File: config.mk
export PLATFORM = sky130hd
export DESIGN_NAME = epd_row_loader
export DESIGN_NICKNAME = d
export VERILOG_FILES = /design/src/rtl/rl_pkg.sv /design/src/rtl/rl_tick_timer.sv /design/src/rtl/rl_byte_count.sv /design/src/rtl/epd_row_loader.sv
export SDC_FILE = /design/constraint.sdc
export NUM_CORES = 1
export LEC_CHECK = 0
export BUFFER_PORTS_ARGS = -buffer_cell sky130_fd_sc_hd__buf_4
export CORE_MARGIN = 10
export CORE_UTILIZATION = 35
export DETAILED_ROUTE_END_ITERATION = 8
export PLACE_DENSITY = 0.68
export SLEW_MARGIN = 10
export SYNTH_ARGS = -nofsm -noshare
export SYNTH_HDL_FRONTEND = slang
export SYNTH_SLANG_ARGS = --single-unit
File: constraint.sdc
create_clock -name clk -period 1.5 [get_ports clk]
set_input_delay 0.3 -clock clk [delete_from_list [all_inputs] [get_ports clk]]
set_output_delay 0.3 -clock clk [all_outputs]
set_load 0.02 [all_outputs]
File: src/rtl/rl_pkg.sv
package rl_pkg;
    typedef enum logic [2:0] {
        S_IDLE,
        S_LOW,
        S_HIGH,
        S_FETCH,
        S_LATCH,
        S_HOLD,
        S_WRITE,
        S_DONE
    } rl_state_t;
endpackage

File: src/rtl/rl_tick_timer.sv
module rl_tick_timer #(
    parameter int W = 4
) (
    input  logic         clk,
    input  logic         rst_n,
    input  logic         load,
    input  logic [W-1:0] load_val,
    output logic         done
);
    logic [W-1:0] cnt;

    always_ff @(posedge clk or negedge rst_n) begin
        if (!rst_n)
            cnt <= '0;
        else if (load)
            cnt <= load_val;
        else if (cnt != '0)
            cnt <= cnt - 1'b1;
    end

    assign done = (cnt == '0);
endmodule

File: src/rtl/rl_byte_count.sv
module rl_byte_count #(
    parameter int BYTES = 200,
    localparam int CW = $clog2(BYTES + 1)
) (
    input  logic clk,
    input  logic rst_n,
    input  logic clear,
    input  logic inc,
    output logic last
);
    logic [CW-1:0] cnt;

    always_ff @(posedge clk or negedge rst_n) begin
        if (!rst_n)
            cnt <= '0;
        else if (clear)
            cnt <= '0;
        else if (inc)
            cnt <= cnt + 1'b1;
    end

    assign last = (cnt == CW'(BYTES));
endmodule

File: src/rtl/epd_row_loader.sv
module epd_row_loader
    import rl_pkg::*;
#(
    parameter int PIXELS   = 800,
    parameter int PIX_BITS = 2,
    parameter int BUS_W    = 8,
    parameter int CL_HI    = 1,
    parameter int CL_LO    = 1,
    parameter int LE_W     = 1
) (
    input  logic             clk,
    input  logic             rst_n,
    input  logic             in_valid,
    input  logic [BUS_W-1:0] in_data,
    output logic             in_ready,
    input  logic             write_win,
    input  logic             discard,
    output logic             sph_n,
    output logic             cl,
    output logic [BUS_W-1:0] src_d,
    output logic             le,
    output logic             oe,
    output logic             row_loaded,
    output logic             row_written
);
    localparam int PER_BYTE = BUS_W / PIX_BITS;
    localparam int BYTES    = PIXELS / PER_BYTE;
    localparam int TMAX     = (CL_HI > CL_LO) ? ((CL_HI > LE_W) ? CL_HI : LE_W)
                                              : ((CL_LO > LE_W) ? CL_LO : LE_W);
    localparam int TW       = (TMAX < 2) ? 1 : $clog2(TMAX);
    localparam logic [TW-1:0] LO_LD = TW'(CL_LO - 1);
    localparam logic [TW-1:0] HI_LD = TW'(CL_HI - 1);
    localparam logic [TW-1:0] LE_LD = TW'(LE_W - 1);

    rl_state_t        state, nxt;
    logic             tmr_load, tmr_done, last_byte, accept;
    logic [TW-1:0]    tmr_val;
    logic [BUS_W-1:0] data_q;

    assign accept = in_ready && in_valid;

    rl_tick_timer #(.W(TW)) u_timer (
        .clk      (clk),
        .rst_n    (rst_n),
        .load     (tmr_load),
        .load_val (tmr_val),
        .done     (tmr_done)
    );

    rl_byte_count #(.BYTES(BYTES)) u_count (
        .clk   (clk),
        .rst_n (rst_n),
        .clear (state == S_LATCH),
        .inc   (accept),
        .last  (last_byte)
    );

    always_ff @(posedge clk or negedge rst_n) begin
        if (!rst_n)
            data_q <= '0;
        else if (accept)
            data_q <= in_data;
    end

    // state register
    always_ff @(posedge clk or negedge rst_n) begin
        if (!rst_n)
            state <= S_IDLE;
        else
            state <= nxt;
    end

    // next state and timer loads
    always_comb begin
        nxt      = state;
        tmr_load = 1'b0;
        tmr_val  = '0;
        unique case (state)
            S_IDLE, S_FETCH: begin
                if (in_valid) begin
                    nxt      = S_LOW;
                    tmr_load = 1'b1;
                    tmr_val  = LO_LD;
                end
            end
            S_LOW: begin
                if (tmr_done) begin
                    nxt      = S_HIGH;
                    tmr_load = 1'b1;
                    tmr_val  = HI_LD;
                end
            end
            S_HIGH: begin
                if (tmr_done) begin
                    if (last_byte) begin
                        nxt      = S_LATCH;
                        tmr_load = 1'b1;
                        tmr_val  = LE_LD;
                    end else begin
                        nxt = S_FETCH;
                    end
                end
            end
            S_LATCH: if (tmr_done) nxt = S_HOLD;
            S_HOLD: begin
                if (write_win)
                    nxt = S_WRITE;
                else if (discard)
                    nxt = S_IDLE;
            end
            S_WRITE: if (!write_win) nxt = S_DONE;
            S_DONE:  nxt = S_IDLE;
            default: nxt = S_IDLE;
        endcase
    end

    // outputs decoded from the state
    always_comb begin
        in_ready    = (state == S_IDLE) || (state == S_FETCH);
        sph_n       = !((state == S_LOW) || (state == S_HIGH) || (state == S_FETCH));
        cl          = (state == S_HIGH);
        le          = (state == S_LATCH);
        row_loaded  = (state == S_HOLD) || (state == S_WRITE);
        oe          = row_loaded && write_win;
        row_written = (state == S_DONE);
        src_d       = data_q;
    end
endmodule

==> impl_metrics.ini <==
[status]
status = finished with violations
violations = setup timing

[route]
drt_iter0_markers = 46
dr.pass1.iters = 4
ant_nets = 0
drc = 0
routed_wl_um = 3053
viasPerCell = 5.231
via_count = 952
routedWlPerCell_um = 16.77

[pwr]
p_clk_share_pct = 7.7
internal-power_mw = 1.928
power_density_mw_per_mm2 = 1987
switchingPower_mw = 1.334
power_frac_comb_pct = 64.7
vdd_drop_max_mv = 0.8877
power_mw = 3.262
p_leak_nw = 0.7591
p_seq_share_pct = 27.6
switching_share_pct = 40.88

[placement]
placement.cell_area_mm2 = 0.001369
globalplace.congestion = 0.8948
place_ws_ns = -0.01126
io_buffers = 27
place_hpwl_um = 1994

[run]
maxCapViolCount = 0

[cts]
htree_levels = 1
tritoncts = done
clock_tree.root_cell = clkbuf_4
cts_buffers = 3
clkSlewWorstSetupHoldPaths_ns = 0.11
clk_latency_ns = 0.29
clockBufferDepth = 2
cts_sinks = 19

[worst_setup_path]
critPathMostFrequentCell = buf_6
worstSetupPathType = flop to primary output
cpPeakStageDelay_ns = 0.46
crit_chain = xor2_4, buf_6, and3_4, buf_6
cp-startpoint = state[1]
cp_max_fo = 4
critPathLaunchType = flop
critPathCaptureType = primary output
critPathBufInv = 2
r2r-start = state[1]
cp_slowest_cell = dfrtp_2
worstPathRequired_ns = 1.20
arrival_ns = 1.37
crit_family = flip-flops

[min_path]
hold_class = input port to flop
min_from = in_data[3]

[floorplanning]
die_h_um = 75.58
die_x_um = 75.58
dieArea_mm2 = 0.005712
initial_utilization_pct = 36.00
core_mm2 = 0.003003
rows = 20
ios = 28

[finish]
finish.utilization_pct = 54.67
diodes = 0
postLayoutCellArea_mm2 = 0.001642
drive_gt1_share_pct = 56.38
area_growth_pct = 51.85
fin_nets = 165

[grt]
grt_pass1_wl_um = 4712
gr-usage-all-layers_pct = 10.65
antenna_found_initial = 0
grt_max_degree = 20
grt_pass1_vias = 1028
overflow = 0

[yosys]
ys_seq_elements = 19
synth-edff-count = 0
synthCells = 100
ys_async_sr_fraction_pct = 100.0
synth_area_leaders = dfrtp_1 (44%), mux2_2 (8.3%), xnor2_1 (4.1%)
netlist-cell-type-count = 35
synthSimpleGateAreaFrac_pct = 21.18
synthMuxAreaShare_pct = 10.65
ys.flop_type = dfrtp_1
syn_area_per_cell_um2 = 10.81
synth_top_family_by_area = simple AND/OR/NAND/NOR gates
synth-compound-area-share_pct = 9.144
yosys.area_share.adder_pct = 2.315
seq_area_frac_synth_pct = 43.98
syn_area_mm2 = 0.001081
synth_top_area_share_pct = 43.98
synth_xor_area_share_pct = 6.597
syn-num-nets = 115
yosys_warnings = 0
yosysTopAreaCell = dfrtp_1

[timing]
period_share_pct = 111.6
slew_headroom_pct = 77.81
hold_violations = 0
min_period_ns = 1.673
tightestPinTransition_ns = 0.3299
rsz0062_at_grt = yes
slew_violations = 0
finClkSkew_ns = 0.007413
fmax_ghz = 0.5976
setup_slack_ns = -0.1734
setup_viol = 21
setup_tns_ns = -2.371
cells by family (layout without fill, tap and decap cells):
family | after synthesis | count (layout)
AND/OR/NAND/NOR | 36 | 36
flip-flops | 19 | 19
AO/OA/AOI/OAI | 15 | 15
buffers and inverters | 12 | 61
multiplexers | 10 | 10
XOR/XNOR | 6 | 6
adder cells (fa/ha/maj) | 2 | 2
sequential cells by signal (all words and copies together), names as in the netlist:
| register | flops |
|---|---|
| src_d | 8 |
| u_count.cnt | 8 |
| state | 3 |
layout by cell type, fill, tap and decap left out, types with 2 or more instances in the layout:
cell,netlist,layout
a21oi_1,3,2
a22o_1,3,3
a31oi_1,2,2
and3_4,0,3
buf_4,1,37
buf_6,2,12
clkbuf_4,0,3
dfrtp_1,19,16
dfrtp_2,0,3
ha_1,2,2
inv_1,6,4
mux2_2,8,8
nand3_1,4,4
nor2_1,10,8
nor2b_4,0,2
nor3_1,4,3
o21ai_0,3,3
xnor2_1,5,5
layer usage:
metal | track usage, % | up-vias | share of wire [%]
met5 | 0 | - | 0
met4 | 4.330 | 0 | 1.4
met3 | 3.255 | 6 | 5.7
met2 | 18.32 | 31 | 53
met1 | 11.95 | 467 | 40
li1 | - | 448 | -
what timing repair did:
| action | in CTS | in global routing |
|---|---|---|
| hold buffers | 1 | 0 |
| endpoints found under the setup margin | 15 | 23 |
| endpoints found under the hold margin | 19 | 0 |
| setup buffers | 9 | 4 |
| pin swaps | 6 | 6 |
| gates resized for setup | 25 | 11 |
Yosys cell counts, types with 2 or more instances:
cell type and number:
nor2b_1 3, dfrtp_1 19, buf_2 2, and3_1 3, nor2_1 10, ha_1 2
inv_1 6, nand2b_1 2, mux2_2 8, nor4_1 2, a31oi_1 2, nand3_1 4
nor3_1 4, o21ai_0 3, xnor2_1 5, a22o_1 3, a21oi_1 3, buf_6 2
power by group through the flow:
stage	clock (mW)	sequential, mW	combinational [mW]
after floorplan	0	0.980	0.905
after global placement	0	0.884	1.55
after detailed placement	0	0.893	1.61
after CTS	0.268	0.900	1.88
after global routing	0.292	0.934	2.26
final	0.252	0.900	2.11
metrics by stage:
stage | hold WS [ns] | std cells
finish | 0.2347 | 182
global route | 0.2146 | 182
CTS | 0.2246 | 178
detailed placement | 0.1891 | 164
global placement | 0.1840 | 164
floorplan | 0.004409 | 100
final timing paths:
kind / endpoint / slack [ns] / depth (start not counted)
max in group asynchronous: state[0] / 0.87 / 2
worst max register to register: src_d[4] / -0.17 / 5
worst max-delay path: oe / -0.17 / 4
worst min register to register: src_d[2] / 0.53 / 1
worst min-delay path: src_d[3] / 0.23 / 2
min in group asynchronous: src_d[4] / 0.41 / 2
cell type report:
type                       count  area [µm²]
fill                         261        1361
multi-input combinational     69       626.9
sequential                    19       479.2
timing repair buffer          51       442.9
tap                           33       41.29
clock buffer                   4       26.28
inverter                       6       25.02
Note: power is estimated with default switching activity, not from simulation.
